### config.mk
export PLATFORM = sky130hd
export DESIGN_NAME = clkout_gen
export DESIGN_NICKNAME = d
export VERILOG_FILES = /design/src/rtl/clkout_pkg.sv /design/src/rtl/clkout_regs.sv /design/src/rtl/clkout_divider.sv /design/src/rtl/clkout_mux.sv /design/src/rtl/clkout_gen.sv
export SDC_FILE = /design/constraint.sdc
export NUM_CORES = 1
export LEC_CHECK = 0
export ABC_AREA = 0
export ABC_CLOCK_PERIOD_IN_PS = 2800
export BUFFER_PORTS_ARGS = -buffer_cell sky130_fd_sc_hd__buf_4
export CAP_MARGIN = 20
export CORE_UTILIZATION = 51
export CTS_CLUSTER_SIZE = 14
export DETAILED_ROUTE_END_ITERATION = 16
export PLACE_DENSITY = 0.9
export SYNTH_ARGS = -nofsm -noshare
export SYNTH_HDL_FRONTEND = slang
export SYNTH_HIERARCHICAL = 1
export SYNTH_SLANG_ARGS = --single-unit
### constraint.sdc
create_clock -name clk -period 2.8 [get_ports clk]
set_clock_uncertainty 0.2 [all_clocks]
set_input_delay 0.28 -clock clk [delete_from_list [all_inputs] [get_ports clk]]
set_output_delay 0.28 -clock clk [all_outputs]
set_load 0.02 [all_outputs]
### src/rtl/clkout_pkg.sv
package clkout_pkg;
   typedef enum logic [1:0] {
      SRC_PORT = 2'b00,
      SRC_F1   = 2'b01,
      SRC_FC1  = 2'b10,
      SRC_DIV  = 2'b11
   } src_sel_e;
endpackage

### src/rtl/clkout_regs.sv
module clkout_regs
   import clkout_pkg::*;
#(
   parameter int ADDR_W     = 4,
   parameter int DATA_W     = 8,
   parameter int CNT_W      = 8,
   parameter logic [ADDR_W-1:0] ADDR_CTRL = 4'hC,
   parameter logic [ADDR_W-1:0] ADDR_SEL  = 4'hD,
   parameter logic [ADDR_W-1:0] ADDR_LOAD = 4'hE,
   parameter logic [CNT_W-1:0]  LOAD_RST  = '0
) (
   input  logic              clk,
   input  logic              rst_n,
   input  logic              wr_en,
   input  logic [ADDR_W-1:0] wr_addr,
   input  logic [DATA_W-1:0] wr_data,
   input  logic [ADDR_W-1:0] rd_addr,
   input  logic [CNT_W-1:0]  cnt_val,
   output logic              run,
   output logic [CNT_W-1:0]  reload,
   output src_sel_e          sel,
   output logic [DATA_W-1:0] rd_data
);
   localparam int RUN_BIT = DATA_W - 1;

   always_ff @(posedge clk or negedge rst_n) begin
      if (!rst_n) begin
         run    <= 1'b0;
         reload <= LOAD_RST;
         sel    <= SRC_PORT;
      end else if (wr_en) begin
         if (wr_addr == ADDR_CTRL) run <= wr_data[RUN_BIT];
         if (wr_addr == ADDR_LOAD) reload <= wr_data[CNT_W-1:0];
         if (wr_addr == ADDR_SEL)  sel <= src_sel_e'(wr_data[1:0]);
      end
   end

   always_comb begin
      rd_data = '0;
      if (rd_addr == ADDR_CTRL)      rd_data[RUN_BIT] = run;
      else if (rd_addr == ADDR_LOAD) rd_data = DATA_W'(cnt_val);
      else if (rd_addr == ADDR_SEL)  rd_data = DATA_W'(sel);
   end
endmodule

### src/rtl/clkout_divider.sv
module clkout_divider #(
   parameter int CNT_W = 8
) (
   input  logic             clk,
   input  logic             rst_n,
   input  logic             run,
   input  logic             tick,
   input  logic [CNT_W-1:0] reload,
   output logic [CNT_W-1:0] cnt,
   output logic             tog
);
   localparam logic [CNT_W-1:0] ONE = CNT_W'(1);
   logic at_zero;
   logic step;

   assign at_zero = (cnt == '0);
   assign step    = run & tick;

   always_ff @(posedge clk or negedge rst_n) begin
      if (!rst_n) begin
         cnt <= '0;
         tog <= 1'b0;
      end else if (step) begin
         if (at_zero) begin
            cnt <= reload;
            tog <= ~tog;
         end else begin
            cnt <= cnt - ONE;
         end
      end
   end
endmodule

### src/rtl/clkout_mux.sv
module clkout_mux
   import clkout_pkg::*;
#(
   parameter bit OUT_REG = 1'b0
) (
   input  logic     f1_clk,
   input  logic     rst_n,
   input  src_sel_e sel,
   input  logic     port_bit,
   input  logic     fc1_lvl,
   input  logic     div_q,
   output logic     pin
);
   logic slow_src;

   always_comb begin
      unique case (sel)
         SRC_PORT: slow_src = port_bit;
         SRC_FC1:  slow_src = fc1_lvl;
         SRC_DIV:  slow_src = div_q;
         default:  slow_src = port_bit;
      endcase
   end

   generate
      if (OUT_REG) begin : g_reg
         logic slow_q;
         always_ff @(posedge f1_clk or negedge rst_n) begin
            if (!rst_n) slow_q <= 1'b0;
            else        slow_q <= slow_src;
         end
         assign pin = (sel == SRC_F1) ? f1_clk : slow_q;
      end else begin : g_comb
         assign pin = !rst_n ? port_bit :
                      (sel == SRC_F1) ? f1_clk : slow_src;
      end
   endgenerate
endmodule

### src/rtl/clkout_gen.sv
module clkout_gen
   import clkout_pkg::*;
#(
   parameter int ADDR_W = 4,
   parameter int DATA_W = 8,
   parameter int CNT_W  = 8,
   parameter logic [ADDR_W-1:0] ADDR_CTRL = 4'hC,
   parameter logic [ADDR_W-1:0] ADDR_SEL  = 4'hD,
   parameter logic [ADDR_W-1:0] ADDR_LOAD = 4'hE,
   parameter bit OUT_REG = 1'b0
) (
   input  logic              clk,
   input  logic              rst_n,
   input  logic              wr_en,
   input  logic [ADDR_W-1:0] wr_addr,
   input  logic [DATA_W-1:0] wr_data,
   input  logic [ADDR_W-1:0] rd_addr,
   output logic [DATA_W-1:0] rd_data,
   input  logic              f32_tick,
   input  logic              fc1_tick,
   input  logic              port_bit,
   output logic              clk_pin
);
   generate
      if (CNT_W < 1 || CNT_W > DATA_W) begin : g_bad_width
         $error("clkout_gen: CNT_W must lie in 1..DATA_W");
      end
      if (DATA_W < 2) begin : g_bad_data
         $error("clkout_gen: DATA_W must be at least 2");
      end
      if (ADDR_CTRL == ADDR_SEL || ADDR_CTRL == ADDR_LOAD || ADDR_SEL == ADDR_LOAD) begin : g_bad_map
         $error("clkout_gen: register addresses must differ");
      end
   endgenerate

   logic             run_q;
   logic [CNT_W-1:0] reload_q;
   logic [CNT_W-1:0] cnt_q;
   logic             tog_q;
   src_sel_e         sel_q;

   clkout_regs #(
      .ADDR_W(ADDR_W), .DATA_W(DATA_W), .CNT_W(CNT_W),
      .ADDR_CTRL(ADDR_CTRL), .ADDR_SEL(ADDR_SEL), .ADDR_LOAD(ADDR_LOAD),
      .LOAD_RST('0)
   ) u_regs (
      .clk(clk), .rst_n(rst_n), .wr_en(wr_en), .wr_addr(wr_addr),
      .wr_data(wr_data), .rd_addr(rd_addr), .cnt_val(cnt_q),
      .run(run_q), .reload(reload_q), .sel(sel_q), .rd_data(rd_data)
   );

   clkout_divider #(.CNT_W(CNT_W)) u_div (
      .clk(clk), .rst_n(rst_n), .run(run_q), .tick(f32_tick),
      .reload(reload_q), .cnt(cnt_q), .tog(tog_q)
   );

   clkout_mux #(.OUT_REG(OUT_REG)) u_mux (
      .f1_clk(clk), .rst_n(rst_n), .sel(sel_q), .port_bit(port_bit),
      .fc1_lvl(fc1_tick), .div_q(tog_q), .pin(clk_pin)
   );
endmodule

==> impl_metrics.json <==
{
  "p_seq_frac": 0.412,
  "p_total_mw": 1.18,
  "ios": 31,
  "placedCellCount": 169,
  "cp-end-kind": "output port",
  "fin_cells": 185,
  "clk_latency_ns": 0.41,
  "ir_drop_mv": 0.684,
  "first_pass_iters": 4,
  "synth_area_leaders": "dfrtp_1, mux2_2, a31oi_1",
  "synth_common_cells": "dfrtp_1, mux2_2, nor2_1, a31oi_1, and2_1",
  "vias": 1122,
  "grt_max_degree": 24,
  "drc": 0,
  "whs_endpoint": "u_regs/run",
  "critPathLaunch": "clk",
  "switching_share": 0.384,
  "setup_slack_ns": 0.170,
  "worstMarginPinSlew_ns": 0.571,
  "synth-async-reset-ratio": 1.00,
  "hold_depth": 3,
  "p_int_mw": 0.729,
  "drive_gt1_frac": 0.348,
  "arrival_ns": 2.15,
  "p_comb_frac": 0.368,
  "yosysMostFrequentCell": "dfrtp_1",
  "synth_area_per_cell_um2": 10.3,
  "rsz0062_at_grt": "no",
  "ys_ff_latch": 20,
  "p_leak_nw": 0.716,
  "grt_busiest_layer": "met2",
  "ys_warn_count": 6,
  "powerDensity_nw_per_um2": 752,
  "wl_per_cell_um": 16.0,
  "cp.required_ns": 2.32,
  "synthCells": 113,
  "finalSetupTns_ns": 0,
  "cp_max_fo": 2,
  "hpwl_um": 2050,
  "min_from": "wr_addr[1]",
  "core_um2": 2040,
  "synth_top_area_frac": 0.431,
  "hold_path_class": "primary input to flop",
  "grt.overflow.total": 0,
  "yosysUniqueCellTypes": 36,
  "relSlewSlack": 0.616,
  "rr_endpoint": "u_div/cnt[0]",
  "clk_pin_slew_ns": 0.12,
  "yosysSeqAreaShare": 0.431,
  "grt_antenna_before_repair": 0,
  "synth_ff_type": "dfrtp_1",
  "die_h_um": 49.7,
  "yosysTopAreaCell": "dfrtp_1",
  "outcome": "completed",
  "cts_setup_buffers": 0,
  "port_buffers": 30,
  "start_util": 0.569,
  "cts_tree": "yes",
  "place_congestion": 0.852,
  "die_w_um": 49.7,
  "r2r_start": "u_div/cnt[0]",
  "drv_slew": 0,
  "clock_power_share": 0.221,
  "dp_slack_ns": 0.457,
  "setup_viol": 0,
  "grt_usage": 0.274,
  "synth_nets": 137,
  "grt_use_met2": 0.421,
  "grt_pass1_vias": 1126,
  "wl_um": 2950,
  "antenna_cells": 0,
  "post_drt_via_cell_ratio": 6.06,
  "path_class": "clock port to output port",
  "syn_to_final_growth_pct": 35.5,
  "switching_power_mw": 0.454,
  "die_area_um2": 2470,
  "drv_cap": 0,
  "hold_viol_final": 0,
  "r2r_slack_ns": 0.66,
  "nets": 183,
  "cp-start-kind": "clock port",
  "drtAntennaViolNets": 0,
  "ff2ff_path_depth": 5,
  "core.rowCount": 16,
  "use_met3": 0.0802,
  "synth_edf_count": 0,
  "drtIter0Drc": 42,
  "grt_first_pass_wirelength_um": 4930,
  "grt_use_met1": 0.344,
  "fillCellCount": 143,
  "syn_area_um2": 1160
}
[worst max-delay path by stage]
stage / endpoint / slack (ns) / cells after the start
final: clk_pin / 0.17 / 6
after global routing: clk_pin / 0.13 / 6
after CTS: clk_pin / 0.15 / 6
after detailed placement: clk_pin / 0.46 / 4
after global placement: clk_pin / 0.46 / 4
after floorplan: clk_pin / 0.57 / 3
[sequential cells by signal, summed over array words and instances, names as in the netlist]
register,count
u_regs/reload,8
u_regs/sel,2
u_regs/run,1
u_div/tog,1
u_div/cnt,8
[through the flow]
stage	hold slack [ns]	instance area (um2)	utilization
CTS	0.0428	1570	0.770
global placement	-0.0197	1420	0.697
global route	0.0448	1570	0.770
detailed placement	-0.0155	1420	0.697
floorplan	-0.216	1160	-
finish	0.0459	1570	0.770
[power by group through the flow]
stage | logic, mW | clock network (mW) | registers [mW]
floorplan | 0.295 | 0.0219 | 0.457
global placement | 0.387 | 0.0278 | 0.482
detailed placement | 0.411 | 0.0278 | 0.490
CTS | 0.423 | 0.267 | 0.485
global route | 0.473 | 0.290 | 0.504
finish | 0.435 | 0.261 | 0.487
[cell type report]
class	instances	area (um2)	share of cell area
multi-input cells	86	634	0.403
flip-flops and latches	20	500	0.318
repair buffers	40	323	0.205
clock buffers	8	66.3	0.0422
well taps	27	33.8	0.0215
inverters	4	15.0	0.00955
[layout by cell type (no fill, tap or decap), drive strengths merged, types with 2 or more instances in the layout]
cell type	instances
a211oi	2
a21o	4
a21oi	2
a221oi	2
a22oi	2
a31oi	6
and2	6
and3	2
and4	2
buf	32
clkbuf	7
dfrtp	20
dlygate4sd3	9
ha	2
inv	4
mux2	11
mux2i	2
nand2	2
nand3	6
nor2	9
nor2b	3
nor3	5
nor3b	4
nor4	4
[cell families after synthesis]
| kind of cell | synth area share |
|---|---|
| simple gates | 0.249 |
| compound gates | 0.144 |
| flops | 0.431 |
| mux | 0.124 |
| buf+inv | 0.0226 |
| fa+ha+maj | 0.0215 |
| xor+xnor | 0.00754 |
[worst max-delay path, cell delays in order]
cell and delay [ns]:
clkbuf_4 0.11, clkbuf_4 0.12, mux2i_1 0.14, nand3_1 0.09, o221a_2 0.13, buf_4 0.15
[timing repair]
item / 4_1_cts / 5_1_grt
hold endpoints to repair: 31 / 0
gates resized for setup: 0 / 0
hold buffers: 9 / 0
[routing by layer]
| metal | part of all wire | routed length, um | vias to the layer above |
|---|---|---|---|
| met5 | 0 | 0 | - |
| met4 | 0.021 | 61 | 0 |
| met3 | 0.071 | 211 | 6 |
| met2 | 0.49 | 1430 | 60 |
| met1 | 0.42 | 1250 | 533 |
| li1 | - | - | 523 |
Power figures use the tool's default switching activity.
